File: config.mk
export PLATFORM = sky130hd
export DESIGN_NAME = busphase_ctrl
export DESIGN_NICKNAME = d
export VERILOG_FILES = /design/src/rtl/busphase_pkg.sv /design/src/rtl/busphase_arb.sv /design/src/rtl/busphase_hs.sv /design/src/rtl/busphase_ctrl.sv
export SDC_FILE = /design/constraint.sdc
export NUM_CORES = 1
export LEC_CHECK = 0
export BUFFER_PORTS_ARGS = -buffer_cell sky130_fd_sc_hd__buf_4
export CORE_MARGIN = 1
export CORE_UTILIZATION = 54
export CTS_CLUSTER_SIZE = 8
export DETAILED_ROUTE_END_ITERATION = 7
export PLACE_DENSITY = 0.8
export SLEW_MARGIN = 0
export SYNTH_ARGS = -nofsm -noshare
export SYNTH_HDL_FRONTEND = slang
export SYNTH_HIERARCHICAL = 1
export SYNTH_SLANG_ARGS = --single-unit
File: constraint.sdc
create_clock -name clk -period 3.15 [get_ports clk]
set_input_delay 0.63 -clock clk [delete_from_list [all_inputs] [get_ports clk]]
set_output_delay 0.63 -clock clk [all_outputs]
set_load 0.03 [all_outputs]
File: src/rtl/busphase_pkg.sv
package busphase_pkg;
  typedef enum logic [2:0] {
    PH_FREE = 3'd0,
    PH_ARB  = 3'd1,
    PH_SEL  = 3'd2,
    PH_CMD  = 3'd3,
    PH_DATA = 3'd4,
    PH_STAT = 3'd5,
    PH_MSG  = 3'd6
  } phase_t;
endpackage

File: src/rtl/busphase_arb.sv
module busphase_arb #(
  parameter int BUS_W = 8,
  parameter int MY_ID = 6
) (
  input  logic [BUS_W-1:0] rivals,
  output logic             win
);
  logic [BUS_W-1:0] hi_mask;

  for (genvar i = 0; i < BUS_W; i++) begin : g_mask
    assign hi_mask[i] = (i > MY_ID);
  end

  // only IDs above our own can beat us
  assign win = ~|(rivals & hi_mask);
endmodule

File: src/rtl/busphase_hs.sv
module busphase_hs (
  input  logic       clk,
  input  logic       rst,
  input  logic       run,
  output logic [1:0] step,
  output logic       req,
  output logic       ack
);
  always_ff @(posedge clk) begin
    if (rst || !run) begin
      step <= 2'd0;
      req  <= 1'b0;
      ack  <= 1'b0;
    end else begin
      step <= step + 2'd1;
      case (step)
        2'd0: req <= 1'b1;
        2'd1: ack <= 1'b1;
        2'd2: req <= 1'b0;
        default: ack <= 1'b0;
      endcase
    end
  end

  a_r6_ack_needs_req: assert property (@(posedge clk) disable iff (rst)
    $rose(ack) |-> req);
  a_r6_req_drops_under_ack: assert property (@(posedge clk) disable iff (rst)
    $fell(req) |-> ack);
endmodule

File: src/rtl/busphase_ctrl.sv
module busphase_ctrl
  import busphase_pkg::*;
#(
  parameter int         BUS_W       = 8,
  parameter int         MY_ID       = 6,
  parameter int         LEN_W       = 8,
  parameter logic [7:0] TGT_PAT     = 8'hA5,
  parameter logic [7:0] STATUS_CODE = 8'h00,
  parameter logic [7:0] MSG_DONE    = 8'h00
) (
  input  logic                     clk,
  input  logic                     rst,
  input  logic                     go,
  input  logic                     ext_busy,
  input  logic [$clog2(BUS_W)-1:0] tgt_id,
  input  logic [LEN_W-1:0]         cmd_len,
  input  logic [LEN_W-1:0]         data_len,
  input  logic                     data_in_dir,
  input  logic [7:0]               host_byte,
  input  logic [BUS_W-1:0]         rival_ids,
  output logic [2:0]               phase,
  output logic [BUS_W-1:0]         bus_data,
  output logic                     bus_oe,
  output logic                     bus_req,
  output logic                     bus_ack,
  output logic                     bus_io,
  output logic                     host_take,
  output logic                     rx_valid,
  output logic [7:0]               rx_byte,
  output logic                     done,
  output logic                     arb_lost
);
  localparam int IDW = $clog2(BUS_W);
  localparam logic [BUS_W-1:0] ONE = {{(BUS_W-1){1'b0}}, 1'b1};
  localparam logic [BUS_W-1:0] OWN_BIT = ONE << MY_ID;

  phase_t           ph_q;
  logic [LEN_W-1:0] cnt_q, clen_q, dlen_q;
  logic             dir_q;
  logic [IDW-1:0]   tgt_q;
  logic [BUS_W-1:0] data_q;
  logic             oe_q, io_q, take_q, rxv_q, done_q, lost_q;
  logic [7:0]       rxb_q;

  logic             win, run, inbound, last;
  logic [1:0]       st;
  logic             hs_req, hs_ack;
  logic [LEN_W-1:0] cur_len;
  logic [BUS_W-1:0] in_word, host_word;
  phase_t           first_ph, after_ph;

  function automatic logic inbound_of(phase_t p, logic dir);
    return (p == PH_DATA && dir) || p == PH_STAT || p == PH_MSG;
  endfunction

  busphase_arb #(.BUS_W(BUS_W), .MY_ID(MY_ID)) u_arb (
    .rivals(rival_ids),
    .win   (win)
  );

  assign run = (ph_q == PH_CMD) || (ph_q == PH_DATA) ||
               (ph_q == PH_STAT) || (ph_q == PH_MSG);

  busphase_hs u_hs (
    .clk (clk),
    .rst (rst),
    .run (run),
    .step(st),
    .req (hs_req),
    .ack (hs_ack)
  );

  always_comb begin
    inbound   = inbound_of(ph_q, dir_q);
    cur_len   = (ph_q == PH_CMD)  ? clen_q :
                (ph_q == PH_DATA) ? dlen_q : {{(LEN_W-1){1'b0}}, 1'b1};
    last      = (cnt_q == cur_len - {{(LEN_W-1){1'b0}}, 1'b1});
    first_ph  = (clen_q != '0) ? PH_CMD : (dlen_q != '0) ? PH_DATA : PH_STAT;
    case (ph_q)
      PH_CMD:  after_ph = (dlen_q != '0) ? PH_DATA : PH_STAT;
      PH_DATA: after_ph = PH_STAT;
      PH_STAT: after_ph = PH_MSG;
      default: after_ph = PH_FREE;
    endcase
    in_word   = '0;
    host_word = '0;
    host_word[7:0] = host_byte;
    case (ph_q)
      PH_DATA: in_word[7:0] = 8'(cnt_q) ^ TGT_PAT;
      PH_STAT: in_word[7:0] = STATUS_CODE;
      default: in_word[7:0] = MSG_DONE;
    endcase
  end

  always_ff @(posedge clk) begin
    if (rst) begin
      ph_q   <= PH_FREE;
      cnt_q  <= '0;
      clen_q <= '0;
      dlen_q <= '0;
      dir_q  <= 1'b0;
      tgt_q  <= '0;
      data_q <= '0;
      oe_q   <= 1'b0;
      io_q   <= 1'b0;
      take_q <= 1'b0;
      rxv_q  <= 1'b0;
      rxb_q  <= '0;
      done_q <= 1'b0;
      lost_q <= 1'b0;
    end else begin
      take_q <= 1'b0;
      rxv_q  <= 1'b0;
      done_q <= 1'b0;
      lost_q <= 1'b0;
      case (ph_q)
        PH_FREE: begin
          if (go && !ext_busy) begin
            clen_q <= cmd_len;
            dlen_q <= data_len;
            dir_q  <= data_in_dir;
            tgt_q  <= tgt_id;
            data_q <= OWN_BIT;
            oe_q   <= 1'b1;
            ph_q   <= PH_ARB;
          end
        end
        PH_ARB: begin
          if (win) begin
            data_q <= OWN_BIT | (ONE << tgt_q);
            ph_q   <= PH_SEL;
          end else begin
            data_q <= '0;
            oe_q   <= 1'b0;
            lost_q <= 1'b1;
            ph_q   <= PH_FREE;
          end
        end
        PH_SEL: begin
          ph_q  <= first_ph;
          io_q  <= inbound_of(first_ph, dir_q);
          cnt_q <= '0;
        end
        default: begin
          case (st)
            2'd0: begin
              data_q <= inbound ? in_word : host_word;
              take_q <= !inbound;
            end
            2'd1: begin
              if (inbound) begin
                rxv_q <= 1'b1;
                rxb_q <= data_q[7:0];
              end
            end
            2'd3: begin
              if (last) begin
                cnt_q <= '0;
                ph_q  <= after_ph;
                io_q  <= inbound_of(after_ph, dir_q);
                if (ph_q == PH_MSG) begin
                  oe_q   <= 1'b0;
                  data_q <= '0;
                  done_q <= 1'b1;
                end
              end else begin
                cnt_q <= cnt_q + {{(LEN_W-1){1'b0}}, 1'b1};
              end
            end
            default: ;
          endcase
        end
      endcase
    end
  end

  assign phase     = ph_q;
  assign bus_data  = data_q;
  assign bus_oe    = oe_q;
  assign bus_req   = hs_req;
  assign bus_ack   = hs_ack;
  assign bus_io    = io_q;
  assign host_take = take_q;
  assign rx_valid  = rxv_q;
  assign rx_byte   = rxb_q;
  assign done      = done_q;
  assign arb_lost  = lost_q;

  a_r2_wait_while_busy: assert property (@(posedge clk) disable iff (rst)
    (ph_q == PH_FREE && ext_busy) |=> (ph_q == PH_FREE));
  a_r3_single_id_bit: assert property (@(posedge clk) disable iff (rst)
    (ph_q == PH_ARB) |-> ($countones(bus_data) == 1 && bus_oe));
  a_r4_lose_to_higher: assert property (@(posedge clk) disable iff (rst)
    (ph_q == PH_ARB && !win) |=> (ph_q == PH_FREE && arb_lost && !bus_oe));
  a_r4_win_selects: assert property (@(posedge clk) disable iff (rst)
    (ph_q == PH_ARB && win) |=> (ph_q == PH_SEL));
  a_r7_change_when_idle: assert property (@(posedge clk) disable iff (rst)
    ($past(run) && ph_q != $past(ph_q)) |-> (!bus_req && !bus_ack));
  a_r10_release_on_done: assert property (@(posedge clk) disable iff (rst)
    done |-> (ph_q == PH_FREE && !bus_oe && bus_data == '0));
endmodule

Word level (Yosys, flattened, before mapping)
Index checks and enable logic that the tools add are counted.
Storage, ports and cells
  register bits: 57
  word-level logic and storage cells: 129
  output and inout bits: 27
  input port bits: 40
Operators by class
  bitwise operators: 9
  multiplexer cells: 35
  reduce and logical (&&, ||, !) cells: 44
  shift-type cells: 1
  equal/unequal tests: 20
  $add $sub $neg: 3
Operators by type and width (count)
  two-way mux 8 bit: 10
  case mux 8 bit (2 select lines): 2
  equality test 3 bit (second input constant): 9
  case mux 8 bit (3 select lines): 1
  case mux 3 bit (3 select lines): 2
  nonzero test 8 bit: 2
  two-way mux 3 bit: 4
  nonzero test 4 bit: 3
  two-way mux 1 bit: 11
  logical OR 1 bit: 10
  OR reduction 5 bit: 2
  AND reduction 3 bit: 3
  nonzero test 3 bit: 3
  adder 8 x 1 -> 8 bit (second input constant): 1
  equality test 8 bit: 1
  inequality test 4 x 2 -> 1 bit (second input constant): 2
  inverter 1 bit: 8
  << shifter 1 x 3 -> 8 bit (first input constant): 1
  subtractor 8 x 1 -> 8 bit (second input constant): 1
  equality test 3 x 2 -> 1 bit (second input constant): 2
  case mux 1 bit (2 select lines): 3
  AND reduction 6 bit: 1
  nonzero test 2 bit: 3
  OR reduction 2 bit: 3
  16 further kinds: 24

Longest topological paths before layout
Gate-level depths: netlist of the first run.
  depth in word-level cells: 10
  depth in mapped cells: 12

Cells and area by module
Netlist of the first run, hierarchy kept.
By module, submodules not included
  busphase_ctrl: seq. area each 1061.0 um2, area an instance 2825.2 um2, cells each 352, instances 1
  busphase_hs: seq. area each 80.1 um2, area an instance 170.2 um2, cells each 18, instances 1
  busphase_arb: seq. area each 0.0 um2, area an instance 3.8 um2, cells each 1, instances 1

Worst setup path after synthesis of the first run
No wires, ideal clock.
  path kind: register to register
  start: register ph_q[1] (netlist: phase[1])
  end: register data_q[7] (netlist: bus_data[7])
  stages on the path, launching flop included: 13
  setup time: 121 ps
  path buffers: 2
  path slack: 80 ps
  data arrival time: 2948 ps
  period minus slack after synthesis: 3070 ps
  cells stage by stage: dfxtp_1 buf_4 and4bb_2 or2_2 ha_1 inv_1 or3_1 xnor2_1 nor4_1 o2111ai_2 o211a_1 buf_6 mux2_4
Between the ends
  cells in the longest elaborated chain, start to end: 7
RTL lines
  from (decl): line busphase_ctrl.sv:37  | phase_t ph_q;
  from (signal assigned): line busphase_ctrl.sv:140  | ph_q <= first_ph;
  from (signal assigned): line busphase_ctrl.sv:159  | ph_q <= after_ph;
  equality test 3 bit: line busphase_ctrl.sv:53, busphase_ctrl.sv:76, busphase_ctrl.sv:88
  two-way mux 8 bit / logical AND 1 bit (equally long branches): line busphase_ctrl.sv:76, busphase_ctrl.sv:53
  two-way mux 8 bit / logical OR 1 bit (equally long branches): line busphase_ctrl.sv:75, busphase_ctrl.sv:53
  subtractor 8 x 1 -> 8 bit / logical OR 1 bit (equally long branches): line busphase_ctrl.sv:77, busphase_ctrl.sv:53
  equality test 8 bit / two-way mux 8 bit (equally long branches): line busphase_ctrl.sv:77, busphase_ctrl.sv:147
  inequality test 4 x 2 -> 1 bit (no source line) / case mux 8 bit (2 select lines) (equally long branches)
  AND reduction 5 bit (no source line) / case mux 8 bit (3 select lines) (equally long branches)
  to (signal assigned): line busphase_ctrl.sv:130  | data_q <= OWN_BIT | (ONE << tgt_q);
  to (signal assigned): line busphase_ctrl.sv:147  | data_q <= inbound ? in_word : host_word;
  to (decl): line busphase_ctrl.sv:41  | logic [BUS_W-1:0] data_q;
Several ways; a longest one is shown, not always the timed one.
A chain may end at the register's enable or synchronous reset.

Worst setup path in the final report of the first run
  start: register ph_q[0] (netlist: phase[0])
  end: register oe_q (netlist: bus_oe)
Between the ends
  cells in the longest elaborated chain, start to end: 7
RTL lines
  equality test 3 bit: line busphase_ctrl.sv:76  | (ph_q == PH_DATA) ? dlen_q : {{(LEN_W-1){1'b0}}, 1'b1};
  two-way mux 8 bit: line busphase_ctrl.sv:76
  two-way mux 8 bit: line busphase_ctrl.sv:75  | cur_len = (ph_q == PH_CMD) ? clen_q :
  subtractor 8 x 1 -> 8 bit: line busphase_ctrl.sv:77  | last = (cnt_q == cur_len - {{(LEN_W-1){1'b0}}, 1'b1});
  equality test 8 bit: line busphase_ctrl.sv:77
  nonzero test 3 bit (no source line)
  AND reduction 6 bit (no source line)
  to (signal assigned): line busphase_ctrl.sv:104  | oe_q <= 1'b0;
  to (signal assigned): line busphase_ctrl.sv:124  | oe_q <= 1'b1;
  to (signal assigned): line busphase_ctrl.sv:134  | oe_q <= 1'b0;
  to (decl): line busphase_ctrl.sv:42  | logic oe_q, io_q, take_q, rxv_q, done_q, lost_q;
Several ways; a longest one is shown, not always the timed one.

==> impl_metrics.ini, run 1 <==
[run_status]
status = finished clean

[placement]
post-dp-hpwl_mm = 5.36
gp_congestion = 0.920
placed_area_mm2 = 0.00350
io_buffers = 59
preCtsSetupSlack_ns = 0.154

[layout]
seqCellArea_mm2 = 0.00114
num-nets-final = 475
fillers = 439
multi_input_area_mm2 = 0.00174
drive_gt1_share_pct = 22.1
antennaDiodeCount = 0
final_cell_area_mm2 = 0.00369
area_growth_pct = 23.0

[sta]
max_slew_margin_pct = 53.8
report.final.slew_viol_count = 0
period_share_pct = 94.4
final_hold_viol_count = 0
final-setup-viol-count = 0
worst_pin_slew_ns = 0.691
worst_slack_ns = 0.176
rsz0062_at_grt = false
max_freq_ghz = 0.336
fin_skew_ns = 0.00509
period_needed_ns = 2.97
whs_ns = 0.476
fin_tns_setup_ns = 0

[worst_setup_path]
critPathKind = reg2reg
worst_ep_arrival_time_ns = 3.17
path_max_fanout = 23
worstSetupStartpointType = flip-flop
cp-end-kind = flip-flop
critPathRequiredTime_ns = 3.35

[clocking]
hold_buffers = 0
numCtsBuffers = 9
cts_max_level = 3
clock-sinks = 57
clk_path_buf_depth = 2
clock_latency_ns = 0.33
cts_root_buf = clkbuf_8
cts_tree = built
clkTransAtPathRegs_ns = 0.06

[synth]
yosysMostFrequentCell = nand2_1
seq_area_frac_synth_pct = 38.0
yosysWarnings = 6
yosys-top-cells-area = dfxtp_1, nand2_1, a21oi_1, mux2i_1, nor2_1
syn_inst = 371
async_flop_share_pct = 0
synth_edf_count = 0
synth_flop_cell = dfxtp_1
synth_top_area_share_pct = 38.0
synthesis.nets = 416
synth_area_mm2 = 0.00300
yosysTopAreaCell = dfxtp_1
syn_area_per_cell_um2 = 8.08
synth.top_cells.by_count = nand2_1, dfxtp_1, nor2_1, a21oi_1, mux2i_1
synth_seq_cells = 57
synth_cell_types = 53

[grt]
grt_pass1_vias = 2632
grt_max_degree = 54
track_usage_pct = 26.2
antenna_found_initial = 0
grt_pass1_wl_mm = 12.3
grt-ovfl-total = 0

[routing]
ant_nets = 0
postRouteWirelength_mm = 7.27
drc_errors = 0
drtIter0Drc = 210
via_per_inst = 5.59
drt_first_pass_iters = 5
wire_per_inst_um = 14.4
vias = 2825

[power]
ir_drop_v = 0.000361
leakage_uw = 0.00151
power_density_mw_per_mm2 = 466

[floorplan]
die-area_mm2 = 0.00586
io_pins = 67
core_area_mm2 = 0.00524
fp.dieW_um = 76.5
rows = 26
initial_core_util_pct = 57.3
dieHeight_um = 76.5

[hold_path]
hold_path_class = reg2reg

[job]
drv_cap = 0
## critical path, stage by stage (launching register included)
cell and delay, ns:
dfxtp_1 0.41, buf_4 0.29, nor3b_4 0.12, a22o_2 0.32, or3_1 0.39, xnor2_1 0.14
nor4_1 0.27, o2111ai_2 0.22, or4_1 0.51, o2bb2ai_1 0.15
## power breakdown
| part | switching, µW | internal [µW] | total [µW] |
|---|---|---|---|
| Combinational | 169 | 128 | 297 |
| Clock | 283 | 364 | 647 |
| Sequential | 27.4 | 749 | 776 |
| Total | 480 | 1240 | 1720 |
## cells by family (layout without fill, tap and decap cells)
logic type | Yosys count | count (layout) | synth area share [%]
simple gates | 174 | 174 | 29.2
compound gates | 73 | 73 | 15.2
flops | 57 | 57 | 38.0
buf+inv | 27 | 91 | 4.26
mux | 18 | 18 | 6.17
xor+xnor | 17 | 17 | 4.96
fa+ha+maj | 5 | 5 | 2.09
## cells in the final DEF (no fill, tap or decap), types with 6 or more instances in the layout
cell and count:
a21oi_1 38, xnor2_1 7, buf_4 68, mux2i_1 17, dfxtp_1 56, nand3_1 7
o21ai_0 7, nand2b_1 12, clkbuf_8 9, xor2_1 10, nand2_1 65, nor3_1 8
inv_1 7, o22ai_1 6, nor2_1 40
## registers in the layout, summed over array words and instances (netlist names), 2 cells and up
signal	flops
bus_data	8
clen_q	8
cnt_q	8
dlen_q	8
rx_byte	8
phase	3
tgt_q	3
u_hs/step	2
## worst paths after layout
kind | from | to | cells past startpoint | slack [ns]
min | dir_q | dir_q | 2 | 0.48
max | phase[0] | bus_oe | 9 | 0.18
max reg2reg | phase[0] | bus_oe | 9 | 0.18
min reg2reg | dir_q | dir_q | 2 | 0.48
## routing by layer
metal	part of all wire [%]	vias to the layer above	GRT usage, %
met5	0	-	0
met1	46	1317	34.2
met3	4.5	14	5.51
met2	48	87	42.2
li1	-	1407	-
met4	1.7	0	10.6
## area by class of cell
class	instances	area share (%)
Multi-Input combinational cell	287	47.0
Sequential cell	57	31.0
Tap cell	70	2.37
Clock buffer	11	3.56
Inverter	7	0.712
Timing Repair Buffer	68	13.8
Clock inverter	5	1.53
## timing repair
action                     4_1_cts  5_1_grt
setup endpoints to repair        0        5
resized for setup                0        1
buffers inserted                 0        0
## metrics by stage
step,total power (µW),util (%),std cells
global route,1790,70.4,505
detailed placement,1080,66.8,489
global placement,1080,66.8,489
floorplan,990,-,371
finish,1720,70.4,505
CTS,1730,70.4,505
No activity file was read; power rests on OpenSTA's default activity.
==> inputs of run 2 (changes only) <==
--- a/config.mk
+++ b/config.mk
@@ -10,7 +10,7 @@
 export CORE_UTILIZATION = 54
 export CTS_CLUSTER_SIZE = 8
 export DETAILED_ROUTE_END_ITERATION = 7
-export PLACE_DENSITY = 0.8
+export PLACE_DENSITY_LB_ADDON = 0.08
 export SLEW_MARGIN = 0
 export SYNTH_ARGS = -nofsm -noshare
 export SYNTH_HDL_FRONTEND = slang
==> impl_metrics.ini, run 2 (synthesized netlist as in run 1, its figures left out) <==
[worst_setup_path]
critPathKind = reg2reg
cp_cell_sequence = nor4b_2 -> or2_2 -> ha_1 -> inv_1 -> or3_1 -> xnor2_1 -> nor4_2 -> o2111ai_2 -> or4_1 -> o2bb2ai_1
r2r_start = phase[1]
critPathBufInv = 1
worst_ep_arrival_time_ns = 3.12
path_max_fanout = 8
cp_slowest_stage_delay_ns = 0.51
ff2ff_setup_slack_ns = 0.23
critPathSlowestCell = or4_1
worstSetupStartpointType = flip-flop
r2r_cells = 10
cp-end-kind = flip-flop
path_delay_family = simple AND/OR/NAND/NOR gates
reg2reg_to = bus_oe
critPathRequiredTime_ns = 3.36

[layout]
finish.utilization_pct = 70.5
multi_input_area_mm2 = 0.00175
mostFrequentLayoutCell = buf_4
num-nets-final = 473
antennaDiodeCount = 0
fillers = 453
area_growth_pct = 23.1
drive_gt1_share_pct = 22.2
seqCellArea_mm2 = 0.00114
final_cells = 503
layout_common_cells = buf_4, nand2_1, dfxtp_1, nor2_1, a21oi_1
final_cell_area_mm2 = 0.00369

[sta]
worst_pin_slew_ns = 0.672
whs_ns = 0.476
max_slew_margin_pct = 55.1
report.final.slew_viol_count = 0
final-setup-viol-count = 0
rsz0062_at_grt = false
period_needed_ns = 2.92
period_share_pct = 92.6
final_hold_viol_count = 0
fin_tns_setup_ns = 0
max_freq_ghz = 0.343
fin_skew_ns = 0.00290

[routing]
vias = 2778
drtIter0Drc = 170
drc_errors = 0
drt_first_pass_iters = 4
ant_nets = 0
postRouteWirelength_mm = 7.36
via_per_inst = 5.52
wire_per_inst_um = 14.6

[hold_path]
min_to = clen_q[6]
worstHoldStart = clen_q[6]
hold_path_class = reg2reg
hold_path_depth = 2

[clocking]
cts_root_buf = clkbuf_8
clk_path_buf_depth = 2
cts_max_level = 3
clkTransAtPathRegs_ns = 0.07
hold_buffers = 0
cts_tree = built
clock-sinks = 57
clock_latency_ns = 0.34
numCtsBuffers = 9

[power]
seqPwrFrac_pct = 44.3
comb_power_share_pct = 16.8
power.internal_uw = 1260
leakage_uw = 0.00150
swShare_pct = 28.3
clkPwrFrac_pct = 38.9
ir_drop_v = 0.000365
power_density_mw_per_mm2 = 476
switchingPower_uw = 496

[job]
drv_cap = 0

[grt]
grt_max_degree = 54
grt_pass1_vias = 2607
grt-ovfl-total = 0
grt_pass1_wl_mm = 12.5
antenna_found_initial = 0
track_usage_pct = 27.3

[placement]
io_buffers = 59
post-dp-hpwl_mm = 5.27
placed_area_mm2 = 0.00349
dp.cells = 487
gp_congestion = 0.897

[floorplan]
initial_core_util_pct = 57.3
rows = 26
die-area_mm2 = 0.00586
fp.dieW_um = 76.5
io_pins = 67
core_area_mm2 = 0.00524
dieHeight_um = 76.5

[run_status]
status = finished clean
==> run 2: final cells by class <==
type                       count  share of cell area (%)
inverter                       7                   0.712
clock buffer                  11                    3.83
timing repair buffer          66                    13.4
tap                           70                    2.37
multi-input combinational    287                    47.3
clock inverter                 5                    1.49
sequential                    57                    30.9
==> run 2: power groups by stage <==
stage	clock network (µW)	registers [µW]	logic, µW
2_1_floorplan	0	805	184
4_1_cts	700	777	290
6_report	684	778	295
5_1_grt	736	781	322
3_5_place_dp	0	793	288
3_3_place_gp	0	793	284
==> run 2: worst register-to-register path, stage by stage (launching register included) <==
cell       delay [ns]
dfxtp_1          0.40
nor4b_2          0.34
or2_2            0.18
ha_1             0.19
inv_1            0.05
or3_1            0.40
xnor2_1          0.16
nor4_2           0.17
o2111ai_2        0.21
or4_1            0.51
o2bb2ai_1        0.16
==> run 2: how the worst max path moves through the flow <==
stage	start	endpoint	slack, ns	cells past startpoint
final	phase[1]	bus_oe	0.23	10
after floorplan	phase[1]	bus_data[7]	0.08	12
after global routing	phase[1]	bus_oe	0.04	10
after global placement	phase[1]	cnt_q[3]	0.25	11
after CTS	phase[1]	cnt_q[6]	0.14	11
after detailed placement	phase[1]	cnt_q[6]	0.16	11
==> run 2: metal layers <==
| metal | GRT usage (%) | vias to the layer above | share of wire, % |
|---|---|---|---|
| met4 | 11.3 | 0 | 2.0 |
| met2 | 41.4 | 90 | 46 |
| li1 | - | 1404 | - |
| met1 | 35.9 | 1270 | 46 |
| met3 | 8.38 | 14 | 6.3 |
| met5 | 0 | - | 0 |
==> run 2: what timing repair did <==
action,in CTS,in global routing
endpoints found under the hold margin,0,0
gates resized for setup,0,2
endpoints found under the setup margin,0,9
setup buffers,0,0
==> run 2: metrics by stage <==
step / setup WS, ns / power, µW
global placement: 0.245 / 1080
CTS: 0.137 / 1770
detailed placement: 0.157 / 1080
finish: 0.234 / 1760
global route: 0.0394 / 1840
floorplan: 0.0802 / 990
==> inputs of run 3 (changes only) <==
--- a/config.mk
+++ b/config.mk
@@ -5,9 +5,10 @@
 export SDC_FILE = /design/constraint.sdc
 export NUM_CORES = 1
 export LEC_CHECK = 0
+export ABC_AREA = 1
 export BUFFER_PORTS_ARGS = -buffer_cell sky130_fd_sc_hd__buf_4
 export CORE_MARGIN = 1
-export CORE_UTILIZATION = 54
+export CORE_UTILIZATION = 55
 export CTS_CLUSTER_SIZE = 8
 export DETAILED_ROUTE_END_ITERATION = 7
 export PLACE_DENSITY_LB_ADDON = 0.08
==> impl_metrics.ini, run 3 <==
[run_status]
status = finished clean

[clocking]
numCtsBuffers = 9
cts.repair.resized = 0
postCtsSetupBuffers = 0
cts_max_level = 3
clk_path_buf_depth = 2
hold_buffers = 0
cts_root_buf = clkbuf_8
clkTransAtPathRegs_ns = 0.07
cts_tree = built
clock-sinks = 57
clock_latency_ns = 0.34

[worst_setup_path]
critPathKind = reg2reg
critPathRequiredTime_ns = 3.38
ff2ff_setup_slack_ns = 0.35
worst_ep_arrival_time_ns = 3.04
cp-end-kind = flip-flop
endpoint = bus_data[0]
reg2reg_to = bus_data[0]
r2r_start = phase[1]
worstSetupStartpointType = flip-flop
crit_path_start = phase[1]
path_max_fanout = 16
r2r_cells = 16

[power]
power_density_mw_per_mm2 = 966
ir_drop_v = 0.000749
leakage_uw = 0.00176
power_uw = 3790

[routing]
drtIter0Drc = 261
drc_errors = 0
vias = 3131
postRouteWirelength_mm = 7.79
wire_per_inst_um = 13.1
drt_first_pass_iters = 5
via_per_inst = 5.28
ant_nets = 0

[floorplan]
io_pins = 67
dieHeight_um = 78.9
die-area_mm2 = 0.00623
rows = 27
core_area_mm2 = 0.00561
initial_core_util_pct = 58.0
fp.dieW_um = 78.9

[placement]
gp_congestion = 0.904
io_buffers = 59
post-dp-hpwl_mm = 5.76
placed_area_mm2 = 0.00372

[grt]
grt-ovfl-total = 0
grt_pass1_wl_mm = 12.8
antenna_found_initial = 0
grt_pass1_vias = 2757
grt_max_degree = 40
track_usage_pct = 26.6

[synth]
synth_top_area_share_pct = 35.1
synth_top_family_by_area = simple AND/OR/NAND/NOR gates
synth_seq_cells = 57
synth_cell_types = 38
syn_area_per_cell_um2 = 7.09
synth_edf_count = 0
yosysMostFrequentCell = nand2_1
synth_area_mm2 = 0.00325
yosys-top-cells-area = dfxtp_1, nand2_1, inv_1, a21oi_1, o21ai_0
synthMuxAreaShare_pct = 0
async_flop_share_pct = 0
synth_flop_cell = dfxtp_1
synth_compound_area_share_pct = 18.1
synth_simple_gate_area_share_pct = 31.6
synth.top_cells.by_count = nand2_1, inv_1, dfxtp_1, nor2_1
synth_xor_area_share_pct = 2.15
seq_area_frac_synth_pct = 35.1
yosysTopAreaCell = dfxtp_1
yosysWarnings = 6
synthAdderAreaFrac_pct = 1.92
synthesis.nets = 504
syn_inst = 459

[layout]
fillers = 489
num-nets-final = 563
finish.utilization_pct = 69.9
seqCellArea_mm2 = 0.00114
drive_gt1_share_pct = 26.1
area_growth_pct = 20.5
antennaDiodeCount = 0
multi_input_area_mm2 = 0.00175
mostFrequentLayoutCell = nand2_1
layout_common_cells = nand2_1, buf_4, inv_1, dfxtp_1, nor2_1
final_cell_area_mm2 = 0.00392

[sta]
fin_tns_setup_ns = 0
fin_skew_ns = 0.00968
final_hold_viol_count = 0
max_freq_ghz = 0.357
rsz0062_at_grt = false
worst_pin_slew_ns = 0.671
period_needed_ns = 2.80
max_slew_margin_pct = 55.2
report.final.slew_viol_count = 0
period_share_pct = 88.9
final-setup-viol-count = 0

[hold_path]
hold_path_class = reg2reg

[job]
drv_cap = 0
run 3: cell count changes in the layout (fill, tap and decap cells not counted), moves of 5 or more:
cell      previous run  this run
inv_1                7        62
o21ai_0              7        38
nand3_1              7        30
mux2i_1             17         0
nor2_2               0        14
nand2b_1            12         0
nand2_2              0        10
a21oi_2              0         9
inv_2                0         7
nand3_2              0         6
nor2_4               0         5
o21ai_1              0         5
xnor2_1              7         2
run 3: cell families (layout without fill, tap and decap cells):
group,count (synthesis),after routing
AO/OA/AOI/OAI,104,104
buffers and inverters,85,147
AND/OR/NAND/NOR,200,200
XOR/XNOR,8,8
flip-flops,57,57
adder cells (fa/ha/maj),5,5
run 3: final cells by class:
class                           instances  area share [%]
Inverter                               70            6.70
Clock inverter                          2           0.958
Multi-Input combinational cell        317            44.7
Clock buffer                           12            4.21
Tap cell                               72            2.30
Timing Repair Buffer                   63            12.1
Sequential cell                        57            29.1
run 3: critical path: stages, from the launching register on:
cell and delay, ns:
dfxtp_1 0.69, nand2_4 0.12, nor2_4 0.17, nand2_1 0.14, nand2_4 0.12, ha_1 0.25
xnor2_1 0.14, a21oi_2 0.11, nand2_1 0.07, nor2_2 0.10, nand2_2 0.07, nor2_4 0.12
nand3_2 0.12, nand2_4 0.22, nand3_1 0.11, nand2_1 0.09, nor2_2 0.04
run 3: worst min path at each step:
stage / start / endpoint / slack, ns / cells after the start
global route: rx_byte[1] / rx_byte[1] / 0.47 / 2
CTS: rx_byte[3] / rx_byte[3] / 0.45 / 2
finish: rx_byte[1] / rx_byte[1] / 0.44 / 2
detailed placement: rx_byte[3] / rx_byte[3] / 0.44 / 2
global placement: rx_byte[2] / rx_byte[2] / 0.43 / 2
floorplan: dlen_q[7] / dlen_q[7] / 0.44 / 2
run 3: layer usage:
metal / routed length, µm / vias to the layer above / share of wire, % / GRT usage [%]
met5: 0 / - / 0 / 0
met4: 134 / 0 / 1.7 / 10.0
met3: 453 / 14 / 5.8 / 5.75
met2: 3400 / 95 / 44 / 40.1
met1: 3810 / 1401 / 49 / 37.1
li1: - / 1621 / - / -
run 3: where the power goes:
group / leakage (µW) / switching [µW] / internal, µW
registers: 0.000465 / 167 / 860
logic: 0.00119 / 1330 / 715
clock network: 0.000101 / 293 / 421
total: 0.00176 / 1790 / 2000
run 3: metrics by stage:
step           hold slack [ns]  setup WS (ns)  instances
2_1_floorplan            0.444          0.667        459
3_3_place_gp             0.434          0.448        579
3_5_place_dp             0.436          0.395        579
4_1_cts                  0.446          0.373        593
5_1_grt                  0.468          0.118        593
6_report                 0.444          0.349        593
